$ cat src/rtl/irqc_pkg.sv
package irqc_pkg;
  // Byte offsets of the four registers; the pairing cause/mask per target
  // is what the decoder relies on (even slot = cause, odd slot = mask).
  localparam int OFS_PRI_CAUSE = 'h00;
  localparam int OFS_PRI_MASK  = 'h04;
  localparam int OFS_SEC_CAUSE = 'h08;
  localparam int OFS_SEC_MASK  = 'h0C;
  localparam int NUM_TARGETS   = 2;
  localparam int NUM_REGS      = 2 * NUM_TARGETS;

  typedef enum logic [1:0] {
    SLOT_PRI_CAUSE = 2'd0,
    SLOT_PRI_MASK  = 2'd1,
    SLOT_SEC_CAUSE = 2'd2,
    SLOT_SEC_MASK  = 2'd3
  } reg_slot_e;

  function automatic int slot_offset(input int slot);
    case (slot)
      0:       return OFS_PRI_CAUSE;
      1:       return OFS_PRI_MASK;
      2:       return OFS_SEC_CAUSE;
      default: return OFS_SEC_MASK;
    endcase
  endfunction
endpackage

$ cat src/rtl/irqc_decode.sv
module irqc_decode
  import irqc_pkg::*;
#(
  parameter int ADDR_W = 6
) (
  input  logic [ADDR_W-1:0]   addr,
  output logic [NUM_REGS-1:0] sel
);
  // Full-width compare so that no unmapped offset aliases a register.
  for (genvar r = 0; r < NUM_REGS; r++) begin : g_sel
    assign sel[r] = (addr == ADDR_W'(slot_offset(r)));
  end
endmodule

$ cat src/rtl/irqc_target_bank.sv
module irqc_target_bank #(
  parameter int NSRC = 32
) (
  input  logic            clk,
  input  logic            rst,
  input  logic [NSRC-1:0] src_i,
  input  logic            cause_we,
  input  logic            mask_we,
  input  logic [NSRC-1:0] wdata,
  output logic [NSRC-1:0] cause_q,
  output logic [NSRC-1:0] mask_q,
  output logic [NSRC-1:0] pending
);
  logic [NSRC-1:0] ack_bits;

  assign ack_bits = cause_we ? wdata : '0;

  always_ff @(posedge clk) begin
    if (rst) begin
      cause_q <= '0;
      mask_q  <= '0;
    end else begin
      // Set dominates clear: a live level survives its own acknowledge.
      cause_q <= (cause_q & ~ack_bits) | src_i;
      if (mask_we) mask_q <= wdata;
    end
  end

  assign pending = cause_q & mask_q;
endmodule

$ cat src/rtl/irqc_lowest_set.sv
module irqc_lowest_set #(
  parameter int W = 32,
  localparam int IDX_W = (W > 1) ? $clog2(W) : 1
) (
  input  logic [W-1:0]     vec,
  output logic             valid,
  output logic [IDX_W-1:0] index
);
  always_comb begin
    valid = |vec;
    index = '0;
    // Scan downward so the last hit, the lowest bit, wins.
    for (int i = W - 1; i >= 0; i--) begin
      if (vec[i]) index = IDX_W'(i);
    end
  end
endmodule

$ cat src/rtl/irqc_dual_target.sv
module irqc_dual_target
  import irqc_pkg::*;
#(
  parameter int NSRC   = 32,
  parameter int ADDR_W = 6,
  localparam int IDX_W = (NSRC > 1) ? $clog2(NSRC) : 1
) (
  input  logic              clk,
  input  logic              rst,
  input  logic [NSRC-1:0]   src_i,
  input  logic              bus_wr,
  input  logic              bus_rd,
  input  logic [ADDR_W-1:0] bus_addr,
  input  logic [NSRC-1:0]   bus_wdata,
  output logic [NSRC-1:0]   bus_rdata,
  output logic              irq_pri,
  output logic              irq_sec,
  output logic              pri_valid,
  output logic [IDX_W-1:0]  pri_index,
  output logic              sec_valid,
  output logic [IDX_W-1:0]  sec_index
);
  logic [NUM_REGS-1:0] sel;
  logic [NSRC-1:0]     cause_arr [NUM_TARGETS];
  logic [NSRC-1:0]     mask_arr  [NUM_TARGETS];
  logic [NSRC-1:0]     pend_arr  [NUM_TARGETS];
  logic                valid_arr [NUM_TARGETS];
  logic [IDX_W-1:0]    index_arr [NUM_TARGETS];
  logic [NSRC-1:0]     reg_view  [NUM_REGS];
  logic [NSRC-1:0]     rdata_n;

  logic [NSRC-1:0] cause_pri, mask_pri, cause_sec, mask_sec;

  irqc_decode #(.ADDR_W(ADDR_W)) u_dec (
    .addr (bus_addr),
    .sel  (sel)
  );

  for (genvar t = 0; t < NUM_TARGETS; t++) begin : g_tgt
    irqc_target_bank #(.NSRC(NSRC)) u_bank (
      .clk      (clk),
      .rst      (rst),
      .src_i    (src_i),
      .cause_we (bus_wr & sel[2*t]),
      .mask_we  (bus_wr & sel[2*t+1]),
      .wdata    (bus_wdata),
      .cause_q  (cause_arr[t]),
      .mask_q   (mask_arr[t]),
      .pending  (pend_arr[t])
    );

    irqc_lowest_set #(.W(NSRC)) u_low (
      .vec   (pend_arr[t]),
      .valid (valid_arr[t]),
      .index (index_arr[t])
    );

    assign reg_view[2*t]   = cause_arr[t];
    assign reg_view[2*t+1] = mask_arr[t];
  end

  always_comb begin
    rdata_n = '0;
    for (int r = 0; r < NUM_REGS; r++) begin
      if (sel[r]) rdata_n = reg_view[r];
    end
  end

  always_ff @(posedge clk) begin
    if (rst)         bus_rdata <= '0;
    else if (bus_rd) bus_rdata <= rdata_n;
    else             bus_rdata <= '0;
  end

  assign cause_pri = cause_arr[0];
  assign mask_pri  = mask_arr[0];
  assign cause_sec = cause_arr[1];
  assign mask_sec  = mask_arr[1];

  assign irq_pri   = valid_arr[0];
  assign irq_sec   = valid_arr[1];
  assign pri_valid = valid_arr[0];
  assign pri_index = index_arr[0];
  assign sec_valid = valid_arr[1];
  assign sec_index = index_arr[1];
endmodule

$ cat config.mk
export PLATFORM = sky130hd
export DESIGN_NAME = irqc_dual_target
export DESIGN_NICKNAME = d
export VERILOG_FILES = /design/src/rtl/irqc_pkg.sv /design/src/rtl/irqc_decode.sv /design/src/rtl/irqc_target_bank.sv /design/src/rtl/irqc_lowest_set.sv /design/src/rtl/irqc_dual_target.sv
export SDC_FILE = /design/constraint.sdc
export NUM_CORES = 1
export LEC_CHECK = 0
export BUFFER_PORTS_ARGS = -buffer_cell sky130_fd_sc_hd__buf_2
export CAP_MARGIN = 5
export CELL_PAD_IN_SITES_DETAIL_PLACEMENT = 1
export CELL_PAD_IN_SITES_GLOBAL_PLACEMENT = 1
export CORE_MARGIN = 2
export CORE_UTILIZATION = 37
export DETAILED_ROUTE_END_ITERATION = 10
export PLACE_DENSITY_LB_ADDON = 0.1
export RECOVER_POWER = 100
export REMOVE_ABC_BUFFERS = 1
export SLEW_MARGIN = 0
export SYNTH_ARGS = -nofsm -noshare
export SYNTH_HDL_FRONTEND = slang
export SYNTH_SLANG_ARGS = --single-unit
export TNS_END_PERCENT = 10
$ cat constraint.sdc
create_clock -name clk -period 1.6 [get_ports clk]
set_clock_uncertainty 0.1 [all_clocks]
set_input_delay 0.08 -clock clk [delete_from_list [all_inputs] [get_ports clk]]
set_output_delay 0.08 -clock clk [all_outputs]
set_load 0.05 [all_outputs]
==> qor.yml <==
status: "finished, violations left"
violations: "setup timing"
syn_area_mm2: 0.00709
routed_wl_um: 30500
drt_iter0_drc: 304
num_vias: 8259
p_leak_nw: 4.45
grt-ovfl-total: 0
grt_pass1_wl_um: 47500
crit_fanout: 2
start_util: 0.378
final_core_util: 0.567
htreeDepth: 4
crit_required_ps: 1420
arrival_ps: 2180
track_usage: 0.306
final_nets: 1366
setup_viol: 19
dieArea_mm2: 0.0203
power_density_mw_per_mm2: 875
reg2reg_depth: 5
final_cells: 1540
worstHoldPathCells: 4
rsz0062_at_grt: "yes"
tightest_slew_ps: 622
min-delay-start: "bus_rd"
yosysUniqueCellTypes: 38
io_buffer_count: 119
worstPathCellList: "a22o_1 > buf_4 > nor2_1 > nand4_1 > nor3b_2 > buf_4 > nand4_1 > buf_6"
first_pass_iters: 5
fin_crit_sh: 1.47
clock_sinks: 160
syn_inst: 946
yosysSeqAreaShare: 0.452
synth-edff-count: 0
detailed_place_hpwl_um: 20500
hold_end: "bus_rdata[7]"
globalplace.congestion: 0.869
synthArstFlopShare: 0
tritoncts: "done"
slew_violations: 0
cts_made_buffers: 17
hold_ws_ps: 52.4
die_w_um: 142
hold_viol_final: 0
antenna_found_initial: 1
rrSetupSlack_ps: 300
rows: 50
clkTransAtPathRegs_ps: 70
startpoint_type: "flip-flop"
ys_warn_count: 0
setup_ws_ps: -757
final_common_cell: "nand2_1"
ys.flop_type: "dfxtp_1"
regToRegStartpoint: "g_tgt[0].u_bank.cause_q[31]"
drc: 0
final_cell_mix: "nand2_1, buf_4, dfxtp_1, a21oi_1, nor2_1"
ioPinCount: 120
drv_cap: 0
antenna_left: 0
syn2layout_area_growth_pct: 50.0
ys_ff_latch: 160
critPathCaptureType: "output port"
crit_path_max_incr_delay_ps: 320
cts_max_path_buffers: 2
grt_pass1_vias: 8777
min_period_ps: 2360
core_mm2: 0.0188
die_y_um: 142
p_total_mw: 9.31
grt_start_max_net_pins: 79
cp_slowest_cell: "dfxtp_2"
placed_cell_area_mm2: 0.00931
final.fill_count: 2338
ctsRootBufferMaster: "clkbuf_16"
path_class: "reg2out"
r2r_end: "bus_rdata[31]"
wl_per_cell_um: 19.8
design_area_mm2: 0.0106
postSynthAreaPerCell_um2: 7.50
maxSlewHeadroom: 0.587
routed_via_density: 5.36
clk_latency_ps: 440
hp-class: "in2reg"
placedCellCount: 1439
ir_drop_uv: 697
fmax_mhz: 424
drive_gt1_frac: 0.264
logic make-up (layout without fill, tap and decap cells):
logic type,Yosys count,after routing,synth area share
and+or+nand+nor,433,433,0.245
DFF,160,160,0.452
other,0,1,0
AOI/OAI and AO/OA,262,262,0.222
muxes,32,32,0.0452
buffers and inverters,59,418,0.0362
repair_timing:
action / in CTS / in global routing
gates resized for setup: 51 / 1
setup endpoints to repair: 14 / 14
buffers inserted: 2 / 1
hold endpoints to repair: 128 / 0
hold buffers: 65 / 0
pin swaps: 18 / 3
cell usage after synthesis, types with 3 or more instances:
| cell | count | area, um2 |
|---|---|---|
| nand4_1 | 7 | 43.8 |
| clkbuf_1 | 39 | 146 |
| a22o_1 | 8 | 70.1 |
| a21o_1 | 3 | 22.5 |
| a21oi_1 | 135 | 676 |
| a31oi_1 | 6 | 37.5 |
| dfxtp_1 | 160 | 3200 |
| nor2_1 | 108 | 405 |
| a32o_1 | 8 | 80.1 |
| a22oi_1 | 42 | 315 |
| o2111ai_1 | 4 | 35.0 |
| nand2_1 | 288 | 1080 |
| and2_1 | 6 | 37.5 |
| mux2i_1 | 32 | 320 |
| nand3_1 | 10 | 50.1 |
| buf_4 | 5 | 37.5 |
| buf_2 | 13 | 65.1 |
| o21ai_0 | 36 | 180 |
| a21boi_0 | 7 | 52.6 |
report_power, final:
group	internal, mW	leakage [nW]	switching [mW]
clock	2.21	0.277	1.84
combinational	0.502	2.87	0.549
sequential	4.11	1.31	0.0933
total	6.82	4.45	2.48
stage by stage:
step | TNS (ps) | setup WS (ps)
final | -9410 | -757
after floorplan | -211920 | -2400
after detailed placement | -17110 | -460
after global placement | -13640 | -427
after global routing | -17440 | -813
after CTS | -8960 | -739
sequential cells by signal (all words and copies together) (netlist names):
| register | count |
|---|---|
| bus_rdata | 32 |
| g_tgt.u_bank.cause_q | 64 |
| g_tgt.u_bank.mask_q | 64 |
how the worst max path moves through the flow:
stage / start / endpoint / depth (start not counted)
global placement: g_tgt[0].u_bank.cause_q[28] / pri_index[1] / 6
detailed placement: g_tgt[1].u_bank.cause_q[23] / sec_index[0] / 7
finish: g_tgt[1].u_bank.mask_q[24] / irq_sec / 8
floorplan: bus_addr[1] / g_tgt[0].u_bank.cause_q[0] / 5
CTS: g_tgt[1].u_bank.mask_q[24] / irq_sec / 8
global route: g_tgt[1].u_bank.mask_q[24] / sec_valid / 8
routing by layer:
metal  routed length [um]  global-route usage  vias up
li1                     -                   -     3948
met1                13100               0.362     4042
met2                15500               0.558      212
met3                 1110              0.0498       57
met4                  760               0.107        0
met5                    0                   0        -
worst max-delay path: cells and delay by family, from the launching register on:
kind / cells / cell delay, ps
AOI/OAI and AO/OA: 1 / 250
DFF: 1 / 320
buffers and inverters: 3 / 520
and+or+nand+nor: 4 / 660
layout make-up:
| type | instances | area, um2 | area share |
|---|---|---|---|
| multi-input combinational | 727 | 3740 | 0.351 |
| sequential | 160 | 3210 | 0.302 |
| timing repair buffer | 386 | 2830 | 0.266 |
| clock buffer | 19 | 443 | 0.0416 |
| tap | 234 | 293 | 0.0275 |
| clock inverter | 13 | 128 | 0.0120 |
| antenna | 1 | 2.50 | 0.000235 |
Note: power is estimated with default switching activity, not from simulation.
